==> config.mk <==
export PLATFORM = sky130hd
export DESIGN_NAME = circ_agen
export DESIGN_NICKNAME = d
export VERILOG_FILES = /design/src/rtl/circ_agen_pkg.sv /design/src/rtl/circ_agen_step.sv /design/src/rtl/circ_agen_regset.sv /design/src/rtl/circ_agen.sv
export SDC_FILE = /design/constraint.sdc
export NUM_CORES = 1
export LEC_CHECK = 0
export CORE_ASPECT_RATIO = 2
export CORE_MARGIN = 1.5
export CORE_UTILIZATION = 35
export DETAILED_ROUTE_END_ITERATION = 10
export DONT_BUFFER_PORTS = 1
export SETUP_SLACK_MARGIN = 0.05
export SLEW_MARGIN = 10
export SYNTH_ARGS = -nofsm -noshare
export SYNTH_HDL_FRONTEND = slang
export SYNTH_HIERARCHICAL = 1
export SYNTH_SLANG_ARGS = --single-unit
export TNS_END_PERCENT = 20
==> constraint.sdc <==
create_clock -name clk -period 6.5 [get_ports clk]
set_input_delay 1.3 -clock clk [delete_from_list [all_inputs] [get_ports clk]]
set_output_delay 1.3 -clock clk [all_outputs]
set_load 0.02 [all_outputs]
==> src/rtl/circ_agen_pkg.sv <==
package circ_agen_pkg;

  typedef enum logic [2:0] {
    KIND_INDEX  = 3'd0,
    KIND_MODIFY = 3'd1,
    KIND_LENGTH = 3'd2,
    KIND_BASE   = 3'd3,
    KIND_PAGE   = 3'd4
  } reg_kind_e;

endpackage

==> src/rtl/circ_agen_step.sv <==
module circ_agen_step #(
  parameter int OFS_W = 16
) (
  input  logic [OFS_W-1:0] cur_ptr,
  input  logic [OFS_W-1:0] mod_val,
  input  logic [OFS_W-1:0] len_val,
  input  logic [OFS_W-1:0] base_val,
  output logic [OFS_W-1:0] next_ptr,
  output logic             wrap_hi,
  output logic             wrap_lo
);
  localparam int SW = OFS_W + 2;

  // unsigned value widened to a non-negative signed number
  function automatic logic signed [SW-1:0] widen_u(input logic [OFS_W-1:0] v);
    return $signed({2'b00, v});
  endfunction

  // signed modify value widened with sign extension
  function automatic logic signed [SW-1:0] widen_s(input logic [OFS_W-1:0] v);
    return $signed({{2{v[OFS_W-1]}}, v});
  endfunction

  logic signed [SW-1:0] sum_w, lo_w, hi_w, res_w;
  logic                 circ_on;

  always_comb begin
    circ_on = (len_val != '0);
    sum_w   = widen_u(cur_ptr) + widen_s(mod_val);
    lo_w    = widen_u(base_val);
    hi_w    = lo_w + widen_u(len_val);
    wrap_hi = circ_on && (sum_w >= hi_w);
    wrap_lo = circ_on && !wrap_hi && (sum_w < lo_w);
    if (wrap_hi)      res_w = sum_w - widen_u(len_val);
    else if (wrap_lo) res_w = sum_w + widen_u(len_val);
    else              res_w = sum_w;
    next_ptr = res_w[OFS_W-1:0];
  end

endmodule

==> src/rtl/circ_agen_regset.sv <==
module circ_agen_regset
  import circ_agen_pkg::*;
#(
  parameter int OFS_W  = 16,
  parameter int PAGE_W = 8,
  parameter int NPTR   = 4,
  parameter int IDX_W  = 2
) (
  input  logic                        clk,
  input  logic                        rst_n,
  input  logic                        active,
  input  logic                        wr_en,
  input  logic [2:0]                  wr_kind,
  input  logic [IDX_W-1:0]            wr_idx,
  input  logic [OFS_W-1:0]            wr_data,
  input  logic                        upd_en,
  input  logic [IDX_W-1:0]            upd_idx,
  input  logic [OFS_W-1:0]            upd_val,
  output logic [NPTR-1:0][OFS_W-1:0]  ptr_q,
  output logic [NPTR-1:0][OFS_W-1:0]  mod_q,
  output logic [NPTR-1:0][OFS_W-1:0]  len_q,
  output logic [NPTR-1:0][OFS_W-1:0]  base_q,
  output logic [PAGE_W-1:0]           page_q
);

  logic wr_index, wr_modify, wr_length, wr_base, wr_page;

  always_comb begin
    wr_index  = active && wr_en && (wr_kind == KIND_INDEX);
    wr_modify = active && wr_en && (wr_kind == KIND_MODIFY);
    wr_length = active && wr_en && (wr_kind == KIND_LENGTH);
    wr_base   = active && wr_en && (wr_kind == KIND_BASE);
    wr_page   = active && wr_en && (wr_kind == KIND_PAGE);
  end

  for (genvar i = 0; i < NPTR; i++) begin : g_slot
    logic hit_wr;
    logic hit_upd;
    assign hit_wr  = (wr_idx == IDX_W'(i));
    assign hit_upd = active && upd_en && (upd_idx == IDX_W'(i));

    // explicit load wins over the access write-back
    always_ff @(posedge clk or negedge rst_n) begin
      if (!rst_n)                  ptr_q[i] <= '0;
      else if (wr_index && hit_wr) ptr_q[i] <= wr_data;
      else if (hit_upd)            ptr_q[i] <= upd_val;
    end

    always_ff @(posedge clk or negedge rst_n) begin
      if (!rst_n) begin
        mod_q[i]  <= '0;
        len_q[i]  <= '0;
        base_q[i] <= '0;
      end else begin
        if (wr_modify && hit_wr) mod_q[i]  <= wr_data;
        if (wr_length && hit_wr) len_q[i]  <= wr_data;
        if (wr_base   && hit_wr) base_q[i] <= wr_data;
      end
    end
  end

  always_ff @(posedge clk or negedge rst_n) begin
    if (!rst_n)       page_q <= '0;
    else if (wr_page) page_q <= wr_data[PAGE_W-1:0];
  end

endmodule

==> src/rtl/circ_agen.sv <==
module circ_agen
  import circ_agen_pkg::*;
#(
  parameter int  OFS_W  = 16,
  parameter int  PAGE_W = 8,
  parameter int  NPTR   = 4,
  localparam int IDX_W  = $clog2(NPTR),
  localparam int ADDR_W = OFS_W + PAGE_W,
  localparam int NSETS  = 2
) (
  input  logic              clk,
  input  logic              rst_n,
  input  logic              bank_sel,
  input  logic              acc_valid,
  input  logic [IDX_W-1:0]  acc_ptr,
  input  logic [IDX_W-1:0]  acc_mod,
  input  logic              acc_pre,
  input  logic              wr_en,
  input  logic [2:0]        wr_kind,
  input  logic [IDX_W-1:0]  wr_idx,
  input  logic [OFS_W-1:0]  wr_data,
  input  logic [2:0]        rd_kind,
  input  logic [IDX_W-1:0]  rd_idx,
  output logic [OFS_W-1:0]  rd_data,
  output logic [ADDR_W-1:0] addr_out,
  output logic              addr_valid
);

  logic [NSETS-1:0][NPTR-1:0][OFS_W-1:0] ptr_all, mod_all, len_all, base_all;
  logic [NSETS-1:0][PAGE_W-1:0]          page_all;

  // named internal events, used by the bound checker
  logic [OFS_W-1:0]  sel_ptr;
  logic [OFS_W-1:0]  sel_mod;
  logic [OFS_W-1:0]  sel_len;
  logic [OFS_W-1:0]  sel_base;
  logic [PAGE_W-1:0] act_page;
  logic [OFS_W-1:0]  step_next;
  logic              step_wrap_hi;
  logic              step_wrap_lo;
  logic [OFS_W-1:0]  issue_ofs;

  for (genvar s = 0; s < NSETS; s++) begin : g_set
    circ_agen_regset #(
      .OFS_W (OFS_W),
      .PAGE_W(PAGE_W),
      .NPTR  (NPTR),
      .IDX_W (IDX_W)
    ) u_set (
      .clk    (clk),
      .rst_n  (rst_n),
      .active (bank_sel == 1'(s)),
      .wr_en  (wr_en),
      .wr_kind(wr_kind),
      .wr_idx (wr_idx),
      .wr_data(wr_data),
      .upd_en (acc_valid),
      .upd_idx(acc_ptr),
      .upd_val(step_next),
      .ptr_q  (ptr_all[s]),
      .mod_q  (mod_all[s]),
      .len_q  (len_all[s]),
      .base_q (base_all[s]),
      .page_q (page_all[s])
    );
  end

  always_comb begin
    sel_ptr  = ptr_all[bank_sel][acc_ptr];
    sel_mod  = mod_all[bank_sel][acc_mod];
    sel_len  = len_all[bank_sel][acc_ptr];
    sel_base = base_all[bank_sel][acc_ptr];
    act_page = page_all[bank_sel];
  end

  circ_agen_step #(.OFS_W(OFS_W)) u_step (
    .cur_ptr (sel_ptr),
    .mod_val (sel_mod),
    .len_val (sel_len),
    .base_val(sel_base),
    .next_ptr(step_next),
    .wrap_hi (step_wrap_hi),
    .wrap_lo (step_wrap_lo)
  );

  assign issue_ofs = acc_pre ? step_next : sel_ptr;

  always_ff @(posedge clk or negedge rst_n) begin
    if (!rst_n) begin
      addr_valid <= 1'b0;
      addr_out   <= '0;
    end else begin
      addr_valid <= acc_valid;
      if (acc_valid) addr_out <= {act_page, issue_ofs};
    end
  end

  always_comb begin
    unique case (rd_kind)
      KIND_INDEX:  rd_data = ptr_all[bank_sel][rd_idx];
      KIND_MODIFY: rd_data = mod_all[bank_sel][rd_idx];
      KIND_LENGTH: rd_data = len_all[bank_sel][rd_idx];
      KIND_BASE:   rd_data = base_all[bank_sel][rd_idx];
      KIND_PAGE:   rd_data = OFS_W'(page_all[bank_sel]);
      default:     rd_data = '0;
    endcase
  end

endmodule

# After elaboration in Yosys (flattened, before gate mapping)
# Cells that the tools add are included.
# op_classes
add_sub_neg	4
n_lt_le_gt_ge	6
n_eq_ne	14
mux	46
bitwise	1
n_reduce_logical	71
# op_table
op	n
$mux W64	8
$mux W16	27
$bmux W16 S2	8
$pmux W16 S5	1
$logic_and A1 B1 Y1	57
$add A17 B16 Y18	1
$ge A18 B18 Y1	1
$lt A18 B17 Y1	1
$add A16 B16 Y17	1
$add A16 B16 Y16	1
$mux W8	2
$reduce_bool A16 Y1	1
$reduce_bool A2 Y1	8
$sub A16 B16 Y16	1
$eq A3 B2 Y1 const B	4
$lt A2 B3 Y1 const B	3
$eq A2 B2 Y1 const B	4
$eq A3 B1 Y1 const B	2
$eq A3 B3 Y1 const B	2
$logic_not A3 Y1	2
$eq A2 B1 Y1 const B	2
$logic_not A2 Y1	2
$lt A1 B2 Y1 const B	1
$logic_not A1 Y1	1
$not A1 Y1	1
# word_totals
regBits	553
in_bits	36
output_inout_bits	41
elab_cells	178

# Longest topological paths before layout
# depth
ltp_word	14
mapped_depth	34
mapped_depth_nobuf	30

# Cells and area by module
# Netlist, hierarchy kept.
# by_module_without_submodules
mod	instances	cells_per_inst	area_per_inst_um2	seq_area_each_um2
circ_agen_regset	2	669	10847.9	6606.3
circ_agen	1	790	8997.4	625.6
circ_agen_step	1	514	3767.4	0.0

# Worst setup path after synthesis
# OpenSTA, ideal clock, no wires.
# synth_path
path_type	in2reg
start	in bank_sel
end	reg g_set[0].u_set/ptr_q[15] (netlist name)
setup_ns	0.125
arrival_ns	7.597
t_required_ns	6.375
setup_slack_ns	-1.222
cell_stages	32
path_buffers	4
path_cell_list	buf_6 buf_6 buf_6 buf_2 mux4_2 nand2_1 o21ai_0 fa_1 a21o_1 a21oi_1 o21bai_1 a21oi_1 o21ai_0 a21oi_1 nor2_1 o21a_1 nor2_1 xor2_1 ha_1 a2111oi_0 o31ai_1 o22ai_1 o21ai_0 a211o_1 a31oi_1 a2111o_1 inv_2 and3_1 a311oi_1 a311oi_2 mux2_2 mux2_2
# synth_between
elab_chain_cells	14
word_cells_on_any_way	38
classes_between	add/sub: 4; order compare: 2; mux: 20; bitwise: 1; reduce/logical: 11
# synth_lines
element	line	text
start, declared	circ_agen.sv:13	input logic bank_sel,
$mux W64 (not written as such) * (2 in series)	circ_agen.sv:71	sel_len = len_all[bank_sel][acc_ptr];
$bmux W16 S2 *	circ_agen.sv:71	
$mux W16 (not written as such) *	circ_agen.sv:71	
named net sel_len[1]	circ_agen.sv:35	logic [OFS_W-1:0] sel_len;
$add A16 B16 Y17	circ_agen_step.sv:31	hi_w = lo_w + widen_u(len_val);
$ge A18 B18 Y1	circ_agen_step.sv:32	wrap_hi = circ_on && (sum_w >= hi_w);
$logic_and A1 B1 Y1	circ_agen_step.sv:32	
$logic_not A1 Y1	circ_agen_step.sv:33	wrap_lo = circ_on && !wrap_hi && (sum_w < lo_w);
$logic_and A1 B1 Y1 (2 in series)	circ_agen_step.sv:33	
$mux W16	circ_agen_step.sv:35	else if (wrap_lo) res_w = sum_w + widen_u(len_val);
$mux W16 *	circ_agen_step.sv:34	if (wrap_hi) res_w = sum_w - widen_u(len_val);
named net step_next[15]	circ_agen.sv:38	logic [OFS_W-1:0] step_next;
$mux W16 *	circ_agen_regset.sv:46	else if (hit_upd) ptr_q[i] <= upd_val;
$mux W16 *	circ_agen_regset.sv:45	else if (wr_index && hit_wr) ptr_q[i] <= wr_data;
end signal, assigned by index	circ_agen_regset.sv:45	
end signal, assigned by index	circ_agen_regset.sv:46	
end, declared	circ_agen_regset.sv:19	output logic [NPTR-1:0][OFS_W-1:0] ptr_q,
# The timed path passes the listed nets; every way through them passes the cells marked *. The select of a mux whose other input is x is not followed.
# A chain may end at the register's enable or synchronous reset.

# Worst setup path in the final report
# layout_path
start	in bank_sel
end	reg g_set[0].u_set/ptr_q[53] (netlist name)
# layout_between
elab_chain_cells	14
word_cells_on_any_way	38
classes_between	add/sub: 4; order compare: 2; mux: 20; bitwise: 1; reduce/logical: 11
# layout_lines
element	line	text
$mux W64 (not written as such) * (2 in series)	circ_agen.sv:69	sel_ptr = ptr_all[bank_sel][acc_ptr];
$bmux W16 S2 *	circ_agen.sv:69	
$mux W16 (not written as such) *	circ_agen.sv:69	
named net sel_ptr[8]	circ_agen.sv:33	logic [OFS_W-1:0] sel_ptr;
$add A17 B16 Y18 *	circ_agen_step.sv:29	sum_w = widen_u(cur_ptr) + widen_s(mod_val);
$ge A18 B18 Y1	circ_agen_step.sv:32	
$logic_and A1 B1 Y1	circ_agen_step.sv:32	
$logic_not A1 Y1	circ_agen_step.sv:33	
$logic_and A1 B1 Y1 (2 in series)	circ_agen_step.sv:33	
$mux W16	circ_agen_step.sv:35	
$mux W16 *	circ_agen_step.sv:34	
named net step_next[5]	circ_agen.sv:38	
$mux W16 *	circ_agen_regset.sv:46	
$mux W16 *	circ_agen_regset.sv:45	
# Marks and branches as above.

==> flow_summary_export.csv <==
group,metric,value,unit
drt,drc_errors,0,
final_layout,seq_area,13840,um^2
final_layout,syn_to_final_growth,14.47,%
drt,drtIter0Drc,1355,
sta,skew,0.01677,ns
power_and_ir_drop,p_per_area,423.9,nW/um^2
clock_network,ctsRootBufferMaster,"clkbuf_16",
synth,netlist_instances,2642,
sta,drv_slew,48,
sta,fin_crit_sh,1.124,
drt,via_per_inst,5.733,
clock_network,clk_pin_slew,0.07,ns
synth,synthAdderAreaFrac,0.03536,
synth,synth_compound_area_frac,0.06837,
clock_network,cts.path.max_buffers,3,
final_layout,fin_util,0.4046,
synth,syn_area,34460,um^2
synth,synth-async-reset-ratio,1.000,
floorplanning,io_pins,77,
synth,ys_seq_elements,553,
sta,period_minus_slack,7.306,ns
sta,hold_viol,0,
placed_design,port_buffers,0,
synth,seq_area_frac_synth,0.4016,
clock_network,cts_buffers,49,
critical_path,crit_path_end_kind,"register",
critical_path,worstPathMaxFanout,297,
floorplanning,dieWidth,224.9,um
drt,ant_nets,0,
drt,detail_route.wl_per_cell,26.87,um
clock_network,holdBufCountCts,0,
global_route,grt_use_total,0.2222,
power_and_ir_drop,p_leak,0.01776,uW
synth,syn_nets,2773,
critical_path,required,7.01,ns
clock_network,cts_tree,"yes",
synth,syn_avg_cell_area,13.04,um^2
global_route,grt_pass1_vias,25920,
global_route,grt_overflow,0,
global_route,grt_max_degree,554,
global_route,antenna_found_initial,1,
power_and_ir_drop,ir_drop,0.3682,mV
final_layout,drive_above_1_share,0.4806,
critical_path,critPathArrivalTime,7.82,ns
floorplanning,num_rows,162,
drt,wl,110800,um
sta,worst_slack,-0.8062,ns
final_layout,nets,2905,
clock_network,cts.sinks,553,
synth,synth_edf_count,0,
status,outcome,"complete, but fails checks",
synth,synthFlopType,"dfrtp_1",
floorplanning,fp.dieArea,100500,um^2
placed_design,dpl.hpwl,78380,um
synth,synth_warnings,6,
status,violations,"max-slew violations, negative setup slack",
clock_network,clock_latency,0.64,ns
power_and_ir_drop,power.total,16720,uW
sta,finalSetupViolCount,144,
synth,synth_top_family_by_area,"multiplexers",
floorplanning,die_h,446.8,um
critical_path,start_kind,"input port",
critical_path,critical_path_class,"input port to register",
final_layout,stdcell_count,4122,
synth,synthMuxAreaShare,0.3993,
sta,rsz0062_at_grt,"true",
placed_design,routabilityCongestion,0.8981,
sta,finalSetupTns,-100.80,ns
floorplanning,initial_core_util,0.3535,
synth,synth_cell_types,83,
drt,dr.pass1.iters,5,
floorplanning,core_area,97500,um^2
sta,slew_headroom,-0.05757,
job,drv_cap,0,
final_layout,n_fill_cell,9020,
clock_network,htree_num_levels,2,
sta,max_freq,136.9,MHz
global_route,grt_first_pass_wirelength,166200,um
sta,worstMarginPinSlew,1.586,ns
synth,yosys.area_share.simple,0.04905,
drt,num_vias,23630,
final_layout,layout_commonest_cell,"mux2_2",
synth,synthXorXnorAreaFrac,0.007371,
min_path,hold_path_class,"input port to async pin",
final_layout,multi_input_comb_area,19860,um^2
final_layout,mostFrequentLayoutCells,"mux2_2, dfrtp_1, buf_4, mux4_2, mux2i_1",
placed_design,dp.cells,4019,
[synth_stat cells (5+ instances only)]
cell	n	area [um^2]
mux2_1	21	236.5
mux2_4	20	300.3
xor2_1	7	61.31
o221ai_1	17	148.9
or2_2	5	31.28
a211oi_1	8	60.06
xnor2_1	22	192.7
nand2_1	68	255.2
mux2i_1	115	1151
buf_1	11	41.29
clkbuf_1	80	300.3
a21o_1	18	135.1
o21ai_1	6	30.03
buf_6	19	214.0
and3_1	5	31.28
a211o_1	13	113.9
buf_4	23	172.7
nor4_1	5	31.28
nor2b_1	12	75.07
o22ai_1	41	256.5
a21oi_1	72	360.4
inv_1	85	319.1
mux2_2	686	7725
or3_1	13	81.33
ha_1	91	1139
nand4_1	6	37.54
mux4_2	193	4347
o21ai_0	71	355.3
a31oi_1	8	50.05
a221o_1	11	110.1
nor3_1	19	95.09
o31ai_1	7	52.55
nand3_1	25	125.1
o21bai_1	7	52.55
dfrtp_1	553	13840
o211ai_1	10	75.07
nor2_1	76	285.3
a22oi_1	21	157.7
nor3_2	10	100.1
nand2b_1	16	100.1
o21a_1	5	37.54
buf_2	57	285.3
[per-stage QoR]
stage	hold slack, ns	worst slack [ns]	area (um^2)
floorplan	0.4635	-0.6424	34620
global placement	0.4731	-1.022	37240
detailed placement	0.4802	-1.119	37240
CTS	0.3661	-0.03532	39200
global route	0.3435	-0.5263	39450
finish	0.3605	-0.8062	39450
[power by group]
group          internal [uW]  total [uW]  switching (uW)
combinational           4490        8770            4280
sequential              4250        4890             645
clock                   1670        3060            1390
total                  10400       16700            6310
[cell type report]
class,count,share of cell area
flip-flops and latches,553,0.3508
diodes,1,0.00006344
well taps,1312,0.04161
inverters,88,0.008374
repair buffers,270,0.05475
clock inverters,17,0.005011
multi-input cells,1812,0.5036
clock buffers,69,0.03584
[routing by layer]
metal | vias to the layer above | GRT usage | routed length (um)
met5 | - | 0 | 0
met4 | 0 | 0.1499 | 8112
met3 | 349 | 0.03394 | 5215
met2 | 667 | 0.4192 | 60100
met1 | 12310 | 0.2211 | 37340
li1 | 10300 | - | -
[cells by family (layout without fill, tap and decap cells)]
kind of cell               Yosys count  count (layout)
AOI/OAI and AO/OA                  352             353
adders and majority gates           95              95
other                                0               1
buffers and inverters              278             444
muxes                             1035            1035
DFF                                553             553
xor gates and xnor gates            29              29
and+or+nand+nor                    300             300
[sequential cells by signal, indices dropped and copies added, names as in the netlist]
name / count
g_set.u_set/ptr_q: 128
g_set.u_set/page_q: 16
g_set.u_set/base_q: 128
addr_out: 24
g_set.u_set/len_q: 128
g_set.u_set/mod_q: 128
addr_valid: 1
[worst max-delay path, stage by stage]
cell,delay [ns]
mux4_2,0.96
mux2_2,0.34
ha_1,0.43
a21oi_4,0.25
buf_4,0.15
nand3_1,0.08
a211o_1,0.32
a31o_1,0.24
a21oi_2,0.17
xnor2_1,0.25
ha_1,0.36
a211oi_2,0.24
o31ai_2,0.14
a211oi_2,0.26
o21bai_1,0.12
nor2_1,0.21
a21oi_4,0.10
buf_6,0.17
o221ai_1,0.21
a21oi_1,0.10
buf_4,0.18
mux2_2,0.27
mux2_2,0.27
[timing repair]
item	CTS	global route
gates cloned	1	0
setup buffers	7	5
endpoints found under the hold margin	0	0
pin swaps	21	16
resized for setup	53	34
endpoints found under the setup margin	144	144
[final timing paths]
path                                            endpoint  slack [ns]                     start  depth (start not counted)
worst min register to register  g_set[0].u_set/len_q[40]        0.49  g_set[0].u_set/len_q[40]                          1
min in group clk                g_set[0].u_set/len_q[40]        0.49  g_set[0].u_set/len_q[40]                          1
worst max register to register  g_set[0].u_set/ptr_q[63]        0.34  g_set[1].u_set/ptr_q[48]                         23
worst max-delay path            g_set[0].u_set/ptr_q[53]       -0.81                  bank_sel                         23
worst min-delay path            g_set[0].u_set/mod_q[49]        0.36                     rst_n                          0
max in group asynchronous       g_set[0].u_set/ptr_q[63]        4.10                     rst_n                          2
Note: power is estimated with default switching activity, not from simulation.
